### src/rtl/wg_pkg.sv
package wg_pkg;
  localparam int unsigned PHASES = 4;
  localparam int unsigned PH_W   = $clog2(PHASES);

  typedef logic [PH_W-1:0] phase_t;

  typedef enum logic [1:0] {
    DIV_BY2  = 2'b00,
    DIV_BY4  = 2'b01,
    DIV_BY8  = 2'b10,
    DIV_RSVD = 2'b11
  } div_e;

  // Half-rate operation collapses T2 onto T1 and T4 onto T3.
  function automatic phase_t fold_phase(input phase_t p, input logic half_rate);
    phase_t r;
    r = p;
    if (half_rate) r[0] = 1'b0;
    return r;
  endfunction
endpackage

### src/rtl/wg_phase_ctr.sv
module wg_phase_ctr
  import wg_pkg::*;
(
  input  logic   clk,
  input  logic   rst,
  input  logic   bus_sync,
  output phase_t cur_ph
);
  phase_t cnt_q;

  // A sync pulse makes the present cycle T1
  assign cur_ph = bus_sync ? '0 : cnt_q;

  always_ff @(posedge clk) begin
    if (rst) cnt_q <= '0;
    else     cnt_q <= phase_t'(cur_ph + 1'b1);
  end
endmodule

### src/rtl/wg_word_hold.sv
module wg_word_hold
  import wg_pkg::*;
#(
  parameter int unsigned NUM_SIG = 6,
  localparam int unsigned WORD_W = NUM_SIG * PHASES
) (
  input  logic              clk,
  input  logic              rst,
  input  logic              load,
  input  logic [WORD_W-1:0] word_in,
  input  logic              valid_in,
  input  logic [1:0]        div_in,
  output logic [WORD_W-1:0] eff_word,
  output logic              eff_valid,
  output logic              eff_half,
  output logic [WORD_W-1:0] word_q,
  output logic              half_q
);
  logic valid_q;
  logic half_in;

  assign half_in = (div_in == DIV_BY2);

  // Capture only at the T1 boundary
  always_ff @(posedge clk) begin
    if (rst) begin
      word_q  <= '0;
      valid_q <= 1'b0;
      half_q  <= 1'b0;
    end else if (load) begin
      word_q  <= word_in;
      valid_q <= valid_in;
      half_q  <= half_in;
    end
  end

  // In T1 the fresh inputs feed the lanes directly; later phases use the held copy
  assign eff_word  = load ? word_in  : word_q;
  assign eff_valid = load ? valid_in : valid_q;
  assign eff_half  = load ? half_in  : half_q;
endmodule

### src/rtl/wg_sig_lane.sv
module wg_sig_lane
  import wg_pkg::*;
(
  input  logic              clk,
  input  logic              rst,
  input  logic [PHASES-1:0] field,
  input  logic              valid,
  input  logic              half_rate,
  input  phase_t            phase,
  output logic              level_q
);
  phase_t sel;

  assign sel = fold_phase(phase, half_rate);

  always_ff @(posedge clk) begin
    if (rst)        level_q <= 1'b1;
    else if (valid) level_q <= field[sel];
    else            level_q <= 1'b1;
  end
endmodule

### src/rtl/wg_waveform_gen.sv
module wg_waveform_gen
  import wg_pkg::*;
#(
  parameter int unsigned NUM_SIG = 6,
  localparam int unsigned WORD_W = NUM_SIG * PHASES
) (
  input  logic              clk,
  input  logic              rst,
  input  logic              bus_sync,
  input  logic              word_valid,
  input  logic [WORD_W-1:0] word_in,
  input  logic [1:0]        div_sel,
  output logic [NUM_SIG-1:0] sig_out
);
  phase_t            cur_ph;
  logic [WORD_W-1:0] eff_word;
  logic              eff_valid;
  logic              eff_half;
  logic [WORD_W-1:0] word_q;
  logic              half_q;

  wg_phase_ctr u_phase (
    .clk      (clk),
    .rst      (rst),
    .bus_sync (bus_sync),
    .cur_ph   (cur_ph)
  );

  wg_word_hold #(.NUM_SIG(NUM_SIG)) u_hold (
    .clk       (clk),
    .rst       (rst),
    .load      (cur_ph == '0),
    .word_in   (word_in),
    .valid_in  (word_valid),
    .div_in    (div_sel),
    .eff_word  (eff_word),
    .eff_valid (eff_valid),
    .eff_half  (eff_half),
    .word_q    (word_q),
    .half_q    (half_q)
  );

  // One lane per strobe; field layout
  for (genvar g = 0; g < NUM_SIG; g++) begin : g_lane
    wg_sig_lane u_lane (
      .clk       (clk),
      .rst       (rst),
      .field     (eff_word[g*PHASES +: PHASES]),
      .valid     (eff_valid),
      .half_rate (eff_half),
      .phase     (cur_ph),
      .level_q   (sig_out[g])
    );
  end
endmodule

### config.mk
export PLATFORM = sky130hd
export DESIGN_NAME = wg_waveform_gen
export DESIGN_NICKNAME = d
export VERILOG_FILES = /design/src/rtl/wg_pkg.sv /design/src/rtl/wg_phase_ctr.sv /design/src/rtl/wg_word_hold.sv /design/src/rtl/wg_sig_lane.sv /design/src/rtl/wg_waveform_gen.sv
export SDC_FILE = /design/constraint.sdc
export NUM_CORES = 1
export LEC_CHECK = 0
export ABC_AREA = 1
export BUFFER_PORTS_ARGS = -buffer_cell sky130_fd_sc_hd__buf_2
export CORE_UTILIZATION = 31
export CTS_CLUSTER_DIAMETER = 60
export DETAILED_ROUTE_END_ITERATION = 16
export GPL_TIMING_DRIVEN = 0
export PLACE_DENSITY = 0.47
export SYNTH_ARGS = -nofsm -noshare
export SYNTH_HDL_FRONTEND = slang
export SYNTH_SLANG_ARGS = --single-unit
### constraint.sdc
create_clock -name clk -period 3.9 [get_ports clk]
set_clock_uncertainty 0.15 [all_clocks]
set_input_delay 0.39 -clock clk [delete_from_list [all_inputs] [get_ports clk]]
set_output_delay 0.39 -clock clk [all_outputs]
set_load 0.005 [all_outputs]
## Word level (Yosys, flattened, before mapping)

Cells that the tools add are included.

- Bitwise operators: 1
- $lt $le $gt $ge: 1
- $add $sub $neg: 1
- Multiplexer cells: 17
- Reductions and logical operators: 3

Operators by type and width:

| operator | number |
|---|---|
| 24-bit two-way mux | 1 |
| 1-bit binary-select mux with 2-bit select | 6 |
| 1-bit two-way mux | 9 |
| 2-bit zero test | 2 |
| 2-bit by 3-bit < comparator with 1-bit output, second input constant | 1 |
| 2-bit by 1-bit adder with 2-bit output, second input constant | 1 |
| 2-bit two-way mux | 1 |
| 2-bit OR reduction | 1 |
| 1-bit NOT | 1 |

- Output and inout port bits: 6
- Register bits: 34

## Longest topological paths before layout

- Depth in word-level cells: 6
- Depth in mapped cells: 11
- Mapped depth without buffers: 9

## By module

From an unflattened synthesis, not the netlist that was laid out.

- Cell total of the unflattened synthesis: 248
- Area total of the unflattened synthesis: 1795.5 um^2

By module, submodules not included:

| module | times used | area an instance (um^2) | sequential area each (um^2) | cells each |
|---|---|---|---|---|
| wg_word_hold | 1 | 1194.9 | 520.5 | 140 |
| wg_sig_lane | 6 | 85.1 | 20.0 | 16 |
| wg_phase_ctr | 1 | 86.3 | 40.0 | 11 |
| wg_waveform_gen | 1 | 3.8 | 0.0 | 1 |

## Least setup slack after synthesis

Ideal clock, no wire load.

- Path kind: in2reg
- Start point: input bus_sync
- End point: register g_lane[0].u_lane.level_q
- Arrival: 1.465 ns
- Stages: 11
- Required time: 3.626 ns
- Slack: 2.162 ns
- Cells stage by stage: inv_1 nand2_1 ha_1 buf_6 inv_6 buf_6 nand2_1 nand2_1 nand2_1 nand3_1 nand3_1

- Word-level cells in the longest chain between the ends: 6
- Elaborated cells on any way between the ends: 10
- Classes of those cells: 7 x mux; 1 x bitwise; 2 x reduce/logical

RTL lines:

| what | RTL line | RTL |
|---|---|---|
| start, declared | wg_waveform_gen.sv:9 | `input logic bus_sync,` |
| 2-bit two-way mux (*) | wg_phase_ctr.sv:12 | `assign cur_ph = bus_sync ? '0 : cnt_q;` |
| 2-bit zero test | wg_waveform_gen.sv:32 | `.load (cur_ph == '0),` |
| 1-bit two-way mux | wg_word_hold.sv:40 | `assign eff_half = load ? half_in : half_q;` |
| 1-bit two-way mux | wg_pkg.sv:18 | `if (half_rate) r[0] = 1'b0;` |
| 1-bit binary-select mux with 2-bit select | wg_sig_lane.sv:18 | `else if (valid) level_q <= field[sel];` |
| 1-bit two-way mux (implied by the code) | wg_sig_lane.sv:18 |  |
| end signal, assigned | wg_sig_lane.sv:18 |  |
| end, declared | wg_sig_lane.sv:10 | `output logic level_q` |

Mark *: on every way between the ends. The rest lies on a longest branch, timed or not. The select of a mux whose other input is x is not followed.
A chain may end at the register's enable or synchronous reset.

## Worst setup path after layout

- Start point: input bus_sync
- End point: register g_lane[1].u_lane.level_q

- Word-level cells in the longest chain between the ends: 6
- Elaborated cells on any way between the ends: 10
- Classes of those cells: 7 x mux; 1 x bitwise; 2 x reduce/logical

RTL lines:

| what | RTL line |
|---|---|
| 2-bit two-way mux (*) | wg_phase_ctr.sv:12 |
| 2-bit zero test | wg_waveform_gen.sv:32 |
| 1-bit two-way mux | wg_word_hold.sv:40 |
| 1-bit two-way mux | wg_pkg.sv:18 |
| 1-bit binary-select mux with 2-bit select | wg_sig_lane.sv:18 |
| 1-bit two-way mux (implied by the code) | wg_sig_lane.sv:18 |
| end signal, assigned | wg_sig_lane.sv:18 |
| end, declared | wg_sig_lane.sv:10 |

Marked as above.

==> impl_metrics.toml <==
[run_status]
status = "finished clean"

[pwr]
power_frac_comb_pct = 18.6
power.switching_w = 0.000209
powerDensity_mw_per_mm2 = 394
power_frac_seq_pct = 48.9
ir_worst_vdd_mv = 0.163
clkPwrFrac_pct = 32.5
switching_share_pct = 26.7
p_leak_nw = 1.12
cell_internal_pwr_w = 0.000573

[floorplan]
io_pins = 36
core_area_mm2 = 0.00511
row_count = 26
die_h_um = 74.8
dieArea_mm2 = 0.00559
die_x_um = 74.8
start_util_pct = 32.2

[routing]
drt_pass1_iterations = 4
drt-initial-drc-count = 71
route.detailed.drc = 0
num_vias = 1435
viasPerCell = 3.94
postRouteAntennaNets = 0
drt_wl_total_mm = 3.41
wire_per_inst_um = 9.36

[clock_tree]
numCtsBuffers = 5
postCtsSetupBuffers = 0
cts.sinks = 34
clock_latency_ps = 280
clockBufferDepth = 2
holdBufCountCts = 0
cts-root-buf = "clkbuf_8"
cts_tree = "done"
h-tree-depth = 2
cts.clk_slew.worst_paths_ps = 60
cts_resized = 0

[synthesis]
ys_seq_area_share_pct = 41.4
synth_top_area_cell = "dfxtp_1"
synthDistinctLibCells = 17
synthCells = 254
synth.top_cell.area_share_pct = 41.4
synth_area_mm2 = 0.00164
ys_ff_latch = 34
synthTopCellsByArea = "dfxtp_1, nand2_1, inv_1, nor2_1, nand3_1"
yosys_warnings = 0
syn_area_per_cell_um2 = 6.47
synth_nets = 285

[global_routing]
grt_max_degree = 11
antenna_found_initial = 0
overflow = 0
track_usage_pct = 13.9
grt_pass1_wl_mm = 5.63
first_global_vias = 1254

[final_layout]
postLayoutCoreUtil_pct = 38.8
layout_commonest_cell = "nand2_1"
nFillCells = 589
area.growth.synth_to_final_pct = 20.7
antenna_cells = 0
final_cell_mix = "nand2_1, inv_1, buf_2, dfxtp_1, nor2_1"
drive_above_1_share_pct = 20.7
fin_nets = 326

[timing]
min_period_ps = 1840
rsz0062_at_grt = "false"
min_period_over_period_pct = 47.1
setup_viol = 0
maxSlewViolCount = 0
hold_viol_final = 0
tightest_slew_ps = 465
tns_ps = 0
max_freq_mhz = 544
slew-limit-headroom_pct = 69.0

[setup_path]
cp.arrival_ps = 1850
worst-path-max-fanout = 10
cpPeakStageDelay_ps = 290
crit_path_start_kind = "input port"
critical_path_class = "in -> reg"
crit_top_cell = "nand2_1"
crit_path_end_kind = "flop"
slowest_stage = "ha_1"
crit_family = "simple AND/OR/NAND/NOR gates"
rr_startpoint = "u_phase.cnt_q[1]"
required_ps = 3910
worst-path-buf-inv = 5
crit_chain = "buf_2, inv_1, nand2_1, ha_1, buf_6, inv_6, buf_6, nand2_1, nand2_1, nand2_1, nand3_1, nand3_1"
critPathLaunch = "bus_sync"

[hold_path]
min_path_type = "in -> reg"
worst_hold_startpoint = "div_sel[0]"

[place]
dp_hpwl_mm = 2.45
placement.io_buffers = 34
gp_congestion = 0.759

[job]
drv_cap = 0
==> registers in the layout (all words and copies together), names as in the netlist, named ones only <==
register	count
u_hold.word_q	24
u_phase.cnt_q	2
u_hold.valid_q	1
g_lane.u_lane.level_q	6
==> worst reg2reg max path, stage by stage (launching register included) <==
cell and delay, ps:
dfxtp_1 310, nand2_1 200, ha_1 290, buf_6 140
inv_6 90, buf_6 140, nand2_1 50, nand2_1 90
nand2_1 70, nand3_1 80, nand3_1 80
==> kinds of logic (layout without fill, tap and decap cells) <==
kind of cell    Yosys count  in the layout  synth area share (%)
compound gates            3              3                  1.75
fa+ha+maj                 1              1                 0.761
buf+inv                  69            109                  20.4
flops                    34             34                  41.4
simple gates            147            147                  35.6
==> Yosys cell counts <==
| cell type | count |
|---|---|
| nand2_2 | 3 |
| nor2_2 | 1 |
| ha_1 | 1 |
| clkbuf_1 | 1 |
| nor2_1 | 27 |
| nand2_1 | 97 |
| a211oi_1 | 1 |
| inv_6 | 1 |
| a21oi_4 | 1 |
| inv_1 | 52 |
| buf_4 | 7 |
| buf_2 | 3 |
| dfxtp_1 | 34 |
| nand3_1 | 19 |
| a21oi_1 | 1 |
| buf_8 | 1 |
| buf_6 | 4 |
==> layout make-up <==
cell class	count	area (um^2)	area share, %
Timing Repair Buffer	34	170	8.58
Sequential cell	34	681	34.3
Multi-Input combinational cell	151	627	31.6
Buffer	16	131	6.62
Inverter	53	204	10.3
Tap cell	70	87.6	4.42
Clock buffer	6	82.6	4.16
==> power groups by stage <==
stage	logic (W)	clock network (W)	registers, W
after floorplan	0.000107	0	0.000389
after global placement	0.000147	0	0.000390
after detailed placement	0.000147	0	0.000390
after CTS	0.000149	0.000264	0.000382
after global routing	0.000172	0.000276	0.000385
final	0.000145	0.000254	0.000382
==> final timing paths <==
kind | end | cells past startpoint | slack [ps]
worst min register to register | u_phase.cnt_q[0] | 1 | 330
worst max-delay path | g_lane[1].u_lane.level_q | 12 | 2060
worst max register to register | g_lane[1].u_lane.level_q | 10 | 2090
worst min-delay path | flop | 4 | 240
==> per-layer routing <==
layer | wire [um] | global-route usage (%) | up-vias | part of all wire [%]
li1 | - | - | 804 | -
met1 | 1800 | 17.6 | 595 | 53
met2 | 1430 | 22.6 | 31 | 42
met3 | 120 | 2.41 | 5 | 3.5
met4 | 62 | 6.92 | 0 | 1.8
met5 | 0 | 0 | - | 0
==> through the flow <==
| stage | area [um^2] | total power (W) | worst slack (ps) | cells | hold slack, ps |
|---|---|---|---|---|---|
| floorplan | 1640 | 0.000495 | 2160 | 254 | 306 |
| global placement | 1900 | 0.000537 | 1720 | 358 | 321 |
| detailed placement | 1900 | 0.000538 | 1740 | 358 | 323 |
| CTS | 1980 | 0.000795 | 2030 | 364 | 227 |
| global route | 1980 | 0.000833 | 1840 | 364 | 272 |
| finish | 1980 | 0.000782 | 2060 | 364 | 235 |
Note: power is estimated with default switching activity, not from simulation.
